$ cat src/rtl/dtmr_pkg.sv
package dtmr_pkg;
  localparam int IDX_W = 4;

  localparam logic [IDX_W-1:0] IX_LOAD   = 4'd0;
  localparam logic [IDX_W-1:0] IX_VALUE  = 4'd1;
  localparam logic [IDX_W-1:0] IX_CTRL   = 4'd2;
  localparam logic [IDX_W-1:0] IX_ICLR   = 4'd3;
  localparam logic [IDX_W-1:0] IX_RAW    = 4'd4;
  localparam logic [IDX_W-1:0] IX_MASKED = 4'd5;
  localparam logic [IDX_W-1:0] IX_RELOAD = 4'd6;
  localparam logic [IDX_W-1:0] IX_PREDIV = 4'd7;
  localparam logic [IDX_W-1:0] IX_FREE   = 4'd8;

  typedef struct packed {
    logic [7:0] free_div;
    logic       free_en;
    logic       halt_en;
    logic       cnt_en;
    logic       irq_en;
    logic [1:0] psel;
    logic       wide;
  } ctrl_t;

  function automatic ctrl_t ctrl_unpack(input logic [31:0] w);
    ctrl_t c;
    c.free_div = w[23:16];
    c.free_en  = w[9];
    c.halt_en  = w[8];
    c.cnt_en   = w[7];
    c.irq_en   = w[5];
    c.psel     = w[3:2];
    c.wide     = w[1];
    return c;
  endfunction

  function automatic logic [31:0] ctrl_pack(input ctrl_t c);
    return {8'h00, c.free_div, 6'h00, c.free_en, c.halt_en, c.cnt_en,
            1'b0, c.irq_en, 1'b0, c.psel, c.wide, 1'b0};
  endfunction
endpackage

$ cat src/rtl/dtmr_tick_gen.sv
module dtmr_tick_gen #(
  parameter int PD_W = 10
) (
  input  logic            clk,
  input  logic            rst,
  input  logic            restart,
  input  logic            run,
  input  logic [PD_W-1:0] prediv,
  input  logic [1:0]      psel,
  output logic            tick
);
  logic [PD_W-1:0] pd_q;
  logic [7:0]      ps_q;
  logic [7:0]      mask;
  logic            base;

  always_comb begin
    case (psel)
      2'b01:   mask = 8'h0F;
      2'b10:   mask = 8'hFF;
      default: mask = 8'h00;
    endcase
  end

  assign base = (pd_q >= prediv);
  assign tick = run && base && ((ps_q & mask) == mask);

  always_ff @(posedge clk) begin
    if (rst || restart) begin
      pd_q <= '0;
      ps_q <= '0;
    end else if (run) begin
      if (base) begin
        pd_q <= '0;
        ps_q <= ps_q + 8'd1;
      end else begin
        pd_q <= pd_q + 1'b1;
      end
    end
  end
endmodule

$ cat src/rtl/dtmr_down.sv
module dtmr_down #(
  parameter int DW = 32
) (
  input  logic          clk,
  input  logic          rst,
  input  logic          load_wr,
  input  logic [DW-1:0] load_val,
  input  logic [DW-1:0] reload_val,
  input  logic          tick,
  input  logic          wide,
  output logic [DW-1:0] count,
  output logic          wrap
);
  localparam int HALF = DW / 2;

  logic at_zero;

  assign at_zero = wide ? (count == '0) : (count[HALF-1:0] == '0);
  assign wrap    = tick && at_zero;

  always_ff @(posedge clk) begin
    if (rst)
      count <= '0;
    else if (load_wr)
      count <= load_val;
    else if (wrap)
      count <= reload_val;
    else if (tick) begin
      if (wide)
        count <= count - 1'b1;
      else
        count <= {count[DW-1:HALF], count[HALF-1:0] - 1'b1};
    end
  end
endmodule

$ cat src/rtl/dtmr_free.sv
module dtmr_free #(
  parameter int DW = 32
) (
  input  logic          clk,
  input  logic          rst,
  input  logic          en,
  input  logic [7:0]    div,
  output logic [DW-1:0] count
);
  logic [7:0] phase_q;

  always_ff @(posedge clk) begin
    if (rst) begin
      phase_q <= '0;
      count   <= '0;
    end else if (!en) begin
      phase_q <= '0;
    end else if (phase_q >= div) begin
      phase_q <= '0;
      count   <= count + 1'b1;
    end else begin
      phase_q <= phase_q + 8'd1;
    end
  end
endmodule

$ cat src/rtl/dual_timer.sv
module dual_timer #(
  parameter int DATA_W = 32,
  parameter int PD_W   = 10
) (
  input  logic              clk,
  input  logic              rst,
  input  logic              bus_sel,
  input  logic              bus_we,
  input  logic [5:0]        bus_addr,
  input  logic [DATA_W-1:0] bus_wdata,
  output logic [DATA_W-1:0] bus_rdata,
  input  logic              dbg_halt,
  output logic              irq
);
  import dtmr_pkg::*;

  logic [IDX_W-1:0]  idx;
  logic              wr;
  logic              load_wr, reload_wr, iclr_wr;
  ctrl_t             ctrl_q;
  logic [DATA_W-1:0] reload_q;
  logic [PD_W-1:0]   prediv_q;
  logic              raw_q;
  logic              run, halt_on, tick, wrap;
  logic [DATA_W-1:0] count, free_cnt;
  logic [DATA_W-1:0] rd_mux;

  assign idx       = bus_addr[5:2];
  assign wr        = bus_sel && bus_we;
  assign load_wr   = wr && (idx == IX_LOAD);
  assign reload_wr = wr && (idx == IX_RELOAD);
  assign iclr_wr   = wr && (idx == IX_ICLR);
  assign halt_on   = ctrl_q.halt_en && dbg_halt;
  assign run       = ctrl_q.cnt_en && !halt_on;
  assign irq       = raw_q && ctrl_q.irq_en;

  always_ff @(posedge clk) begin
    if (rst) begin
      ctrl_q   <= '0;
      reload_q <= '0;
      prediv_q <= '0;
      raw_q    <= 1'b0;
    end else begin
      if (wr && idx == IX_CTRL)   ctrl_q   <= ctrl_unpack(bus_wdata);
      if (load_wr || reload_wr)   reload_q <= bus_wdata;
      if (wr && idx == IX_PREDIV) prediv_q <= bus_wdata[PD_W-1:0];
      if (wrap)                   raw_q    <= 1'b1;
      else if (iclr_wr)           raw_q    <= 1'b0;
    end
  end

  dtmr_tick_gen #(.PD_W(PD_W)) u_tick (
    .clk(clk), .rst(rst), .restart(load_wr), .run(run),
    .prediv(prediv_q), .psel(ctrl_q.psel), .tick(tick)
  );

  dtmr_down #(.DW(DATA_W)) u_down (
    .clk(clk), .rst(rst), .load_wr(load_wr), .load_val(bus_wdata),
    .reload_val(reload_q), .tick(tick), .wide(ctrl_q.wide),
    .count(count), .wrap(wrap)
  );

  dtmr_free #(.DW(DATA_W)) u_free (
    .clk(clk), .rst(rst), .en(ctrl_q.free_en), .div(ctrl_q.free_div),
    .count(free_cnt)
  );

  always_comb begin
    case (idx)
      IX_VALUE:  rd_mux = count;
      IX_CTRL:   rd_mux = ctrl_pack(ctrl_q);
      IX_RAW:    rd_mux = {{(DATA_W-1){1'b0}}, raw_q};
      IX_MASKED: rd_mux = {{(DATA_W-1){1'b0}}, irq};
      IX_RELOAD: rd_mux = reload_q;
      IX_PREDIV: rd_mux = {{(DATA_W-PD_W){1'b0}}, prediv_q};
      IX_FREE:   rd_mux = free_cnt;
      default:   rd_mux = '0;
    endcase
  end

  always_ff @(posedge clk) begin
    if (rst) bus_rdata <= '0;
    else     bus_rdata <= rd_mux;
  end
endmodule

$ cat config.mk
export PLATFORM = sky130hd
export DESIGN_NAME = dual_timer
export DESIGN_NICKNAME = d
export VERILOG_FILES = /design/src/rtl/dtmr_pkg.sv /design/src/rtl/dtmr_tick_gen.sv /design/src/rtl/dtmr_down.sv /design/src/rtl/dtmr_free.sv /design/src/rtl/dual_timer.sv
export SDC_FILE = /design/constraint.sdc
export NUM_CORES = 1
export LEC_CHECK = 0
export BUFFER_PORTS_ARGS = -buffer_cell sky130_fd_sc_hd__buf_2
export CAP_MARGIN = 20
export CORE_MARGIN = 5
export CORE_UTILIZATION = 55
export CTS_BUF_LIST = sky130_fd_sc_hd__clkbuf_4 sky130_fd_sc_hd__clkbuf_8 sky130_fd_sc_hd__clkbuf_16
export CTS_CLUSTER_SIZE = 20
export DETAILED_ROUTE_END_ITERATION = 10
export PLACE_DENSITY_LB_ADDON = 0.2
export SLEW_MARGIN = 20
export SYNTH_ARGS = -nofsm -noshare
export SYNTH_HDL_FRONTEND = slang
export SYNTH_HIERARCHICAL = 1
export SYNTH_SLANG_ARGS = --single-unit
$ cat constraint.sdc
create_clock -name clk -period 4.1 [get_ports clk]
set_input_delay 0 -clock clk [delete_from_list [all_inputs] [get_ports clk]]
set_output_delay 0 -clock clk [all_outputs]
set_load 0.02 [all_outputs]
* Word level (Yosys, flattened, before mapping)
Index checks and enable logic that the tools add are counted. Widths: inputs -> output; s select.
Operators by class: reduce and logical (&&, ||, !) cells 25, bitwise operators 2, $lt $le $gt $ge 2, add/sub/neg operators 6, eq/ne operators 11, muxes and demuxes 10
Operators with widths (number):
- $pmux 32 s7 | 1
- $mux 32 | 4
- $add 32x1->32 const B | 1
- $logic_not 32->1 | 1
- $sub 32x1->32 const B | 1
- $add 8x1->8 const B | 2
- $eq 4x3->1 const B | 4
- $logic_not 16->1 | 1
- $pmux 8 s2 | 1
- $sub 16x1->16 const B | 1
- $logic_and 1x1->1 | 12
- $add 10x1->10 const B | 1
- $ge 10x10->1 | 1
- $mux 10 | 1
- $and 8x8->8 | 1
- $eq 4x2->1 const B | 2
- $eq 8x8->1 | 1
- $ge 8x8->1 | 1
- $reduce_and 2->1 | 3
- $reduce_bool 3->1 | 2
- $eq 4x1->1 const B | 1
- $eq 4x4->1 const B | 1
- $logic_not 4->1 | 1
- $mux 1 | 3
- other kinds (7) | 8
Storage, ports and cells: register bits after elaboration 180, output and inout port bits 33, logic and storage cells 73, bits of input ports 43

* Depth between registers and ports, before layout
depth after elaboration 8, mapped depth 13, mapped depth without buffers 13

* Cells and area by module
Netlist, hierarchy kept.
Modules (own cells, without submodules):
- dual_timer | sequential area each 1801.7 um^2, times used 1, cells an instance 438, area an instance 3892.5 um^2
- dtmr_down | sequential area each 640.6 um^2, times used 1, cells an instance 329, area an instance 2570.0 um^2
- dtmr_free | sequential area each 800.8 um^2, times used 1, cells an instance 274, area an instance 2262.2 um^2
- dtmr_tick_gen | sequential area each 360.3 um^2, times used 1, cells an instance 141, area an instance 1196.1 um^2

* Worst setup path before layout
Ideal clock, no wire load.
kind register to register, start point reg prediv_q[7], end point reg u_down.count[31], cell stages (with the launch flop) 12, buffers on the path 0, clock period less this slack 2.897 ns, slack 1.203 ns, setup time 0.120 ns, required time 3.980 ns, arrival time 2.778 ns, path through dfxtp_1 inv_1 ha_1 nand4_1 or3_4 a21boi_4 o211a_1 inv_2 o41a_4 nand2_4 o21bai_1 a211o_1
Between the ends: longest elaborated chain between the ends 6, elaborated cells on any way between the ends 9, classes of those cells order compare (1); mux (2); reduce/logical (6)
Ends and longest elaborated chain:
- start, declared | RTL line dual_timer.sv:22 | logic [PD_W-1:0] prediv_q;
- start signal, assigned | RTL line dual_timer.sv:46 | if (wr && idx == IX_PREDIV) prediv_q <= bus_wdata[PD_W-1:0];
- $ge 10x10->1 * | RTL line dtmr_tick_gen.sv:25 | assign base = (pd_q >= prediv);
- $logic_and 1x1->1 * (2 in a row) | RTL line dtmr_tick_gen.sv:26 | assign tick = run && base && ((ps_q & mask) == mask);
- net tick | RTL line dual_timer.sv:24 | logic run, halt_on, tick, wrap;
- $logic_and 1x1->1 | RTL line dtmr_down.sv:19 | assign wrap = tick && at_zero;
- $reduce_bool 3->1 (no source line) or $mux 32 (tied branches)
- $reduce_and 2->1 (no source line) or $mux 32 (tied branches)
- end signal, assigned | RTL line dtmr_down.sv:25 | count <= load_val;
- end signal, assigned | RTL line dtmr_down.sv:27 | count <= reload_val;
- end signal, assigned | RTL line dtmr_down.sv:30 | count <= count - 1'b1;
- end, declared | RTL line dtmr_down.sv:11 | output logic [DW-1:0] count,
Mark *: on every way through the listed nets, which the timed path passes. The rest lies on a longest branch. A chain may end at the register's enable or synchronous reset.

* Worst setup path after layout
start point reg prediv_q[7], end point reg u_down.count[23]
Same word-level chain as after synthesis.

==> results.md <==
- Skew-Pair Late Insertion Delay: 0.45 ns
- Via count: 9774
- Crit Path Class: flip-flop to flip-flop
- Die Y: 144 um
- Initial antenna violation count: 0
- Initial Utilization: 55.6%
- Longest Clk Path Bufs: 2
- CTS Root Cell: clkbuf_16
- Vias in the first global route: 8787
- Synth top area cells: dfxtp_1 (36%), a21oi_1 (5.8%), nand2_1 (5.5%), nor2_1 (3.3%), ha_1 (3.0%)
- Diode count: 0
- Slew Limit Fails: 0
- Seq cells post-synth: 180
- FFs w/ async S/R, synth: 0%
- Avg Cell Area, Syn: 8.39 um2
- Sw Share: 26.0%
- ANT nets after route: 0
- Nets: 1308
- Final setup violation count: 0
- Dpl hpwl: 21300 um
- I/O Pins: 76
- GP Congestion: 0.981
- Initial DRC Count: 1274
- Top post-synthesis cells by count: dfxtp_1 (180), nand2_1 (146), a21oi_1 (115), nor2_1 (87), inv_1 (43)
- Hold Crit Class: input port to flip-flop
- Fin. Hold Viols: 0
- Die width: 144 um
- Largest net degree at the start of global routing: 57
- Syn. warnings: 6
- Reg clk slew, reported paths: 0.07 ns
- Share of cells above drive strength 1: 13.6%
- Crit path DAT: 3.91 ns
- Library cells used by synthesis: 92
- Post-synth top area cell: dfxtp_1
- Final worst path period need: 3.52 ns
- Final clock skew: 0.00930 ns
- Post-synth EDFFs: 0
- Int Pwr: 2.79 mW
- H-tree levels: 4
- DR DRC count: 0
- Startpoint Class: flip-flop
- Drt via density: 6.59
- Critical Path RT: 4.49 ns
- Final setup TNS: 0 ns
- Syn nets: 1249
- Peak VDD IR: 0.346 mV
- Non-Filler Instances: 1483
- Sequential share of power: 46.9%
- Die ar.: 20800 um2
- DRT Pass-1 Iters: 6
- RSZ-0062 raised after global routing: no
- Clock sinks: 180
- Combinational group share of total power: 9.2%
- Static Leak: 4.02 nW
- Top-count cell post-synth: dfxtp_1
- Port-buffer cells: 73
- CTS tree: yes
- DR WL/cell: 20.9 um
- Nature of the critical path endpoint: flip-flop
- Post-Syn Area: 9920 um2
- Register area share after synthesis: 36.3%
- Period utilization: 85.9%
- Dpl cells: 1419
- Status: finished, final reports clean
- Area delta synth->final: 12.4%
- Core ar.: 17800 um2
- Fmax: 284 MHz
- Clock Power Share: 43.9%
- Max cap viols: 0
- Slew @ Worst Pin: 1.08 ns
- Synth Flop Type: dfxtp_1
- Setup Buffers After CTS: 0
- Pwr Density: 338 nW/um2
- Final wirelength: 31000 um
- Max FO, Critical Path: 18
- Global-route wire length before repair: 48400 um
- All-Layer GR Usage: 29.6%
- Rows: 49
- Worst slew margin: 27.3%
- Inserted Clock Buffers: 17
- Synth Instances: 1182
- Top cell type's share of synthesized area: 36.3%
- Sw power: 0.982 mW
- GR Overflow Total: 0
- # resized after CTS: 0
[cells by family after synthesis]
kind of cell,share of synthesized area [%]
AND/OR/NAND/NOR,24.9
AO/OA/AOI/OAI,23.5
flip-flops,36.3
buffers and inverters,6.37
XOR/XNOR,2.74
multiplexers,3.19
adder cells (fa/ha/maj),3.03
[worst max-delay path, cell delays in order, from the launching register on]
cell and delay [ns]:
dfxtp_1 0.37, inv_1 0.06, ha_1 0.29, nand4_1 0.15, or3_4 0.51, a21boi_4 0.38, o211a_1 0.25, inv_2 0.16
nor2_1 0.53, o21ai_0 0.25, a21oi_1 0.23, a31o_1 0.17, a22o_1 0.11
[layout by cell type (no fill, tap or decap), types with 9 or more instances in the layout]
cell type / count
buf_2: 72
a22o_1: 28
buf_4: 15
nor2_1: 87
dlygate4sd3_1: 32
nand3_1: 23
or4_1: 24
dfxtp_1: 180
mux2i_1: 26
clkbuf_16: 17
and3_1: 22
a222oi_1: 14
o21ai_0: 16
a21oi_1: 115
xor2_1: 19
a22oi_1: 20
o31ai_1: 31
ha_1: 24
or3_1: 15
inv_1: 43
and4_1: 9
xnor2_1: 12
nand4_1: 27
nor4_1: 9
a211oi_1: 9
nor3_1: 31
nor2b_1: 10
nand2_1: 146
[power groups by stage]
stage | combinational [mW] | clock, mW | sequential [mW]
2_1_floorplan | 0.224 | 0 | 1.80
3_3_place_gp | 0.306 | 0 | 1.81
4_1_cts | 0.334 | 1.66 | 1.77
3_5_place_dp | 0.309 | 0 | 1.81
6_report | 0.347 | 1.66 | 1.77
5_1_grt | 0.369 | 1.73 | 1.77
[per-stage QoR]
step                      instance area [um2]  power (mW)  hold slack (ns)  util (%)  worst slack (ns)
after detailed placement                10200        2.12            0.265      57.4             0.728
final                                   11100        3.77           0.0505      62.5             0.580
after CTS                               11100        3.77           0.0363      62.5             0.705
after global placement                  10200        2.12            0.253      57.4             0.767
after floorplan                          9920        2.03            0.136         -              1.20
after global routing                    11100        3.87           0.0628      62.5             0.424
[area by class of cell]
class	count	area, um2
clock buffer	18	433
clock inverter	14	153
fill	1593	6690
inverter	45	170
multi-input combinational	877	5690
sequential	180	3600
tap	229	287
timing repair buffer	120	813
[timing repair]
action,in CTS,in global routing
hold buffers,32,0
endpoints found under the setup margin,0,0
endpoints found under the hold margin,86,0
[path summary, 6_finish.rpt]
kind	start	end	slack, ns	cells past startpoint
hold / removal	rst	reload_q[19]	0.05	2
setup / recovery	prediv_q[7]	u_down/count[23]	0.58	12
setup reg to reg	prediv_q[7]	u_down/count[23]	0.58	12
hold reg to reg	u_tick/ps_q[7]	u_tick/ps_q[7]	0.47	2
[metal layers]
metal / routed length (um) / up-vias / global-route usage, % / part of all wire (%)
met3: 3260 / 79 / 6.38 / 11
met4: 1110 / 0 / 11.3 / 3.6
met5: 0 / - / 0 / 0
met1: 13000 / 4586 / 41.5 / 42
met2: 13700 / 586 / 44.7 / 44
li1: - / 4523 / - / -
[sequential cells by signal (all words and copies together) (netlist names)]
register	count
bus_rdata	32
ctrl_q	15
prediv_q	10
raw_q	1
reload_q	32
u_down/count	32
u_free/count	32
u_free/phase_q	8
u_tick/pd_q	10
u_tick/ps_q	8
No activity file was read; power rests on OpenSTA's default activity.
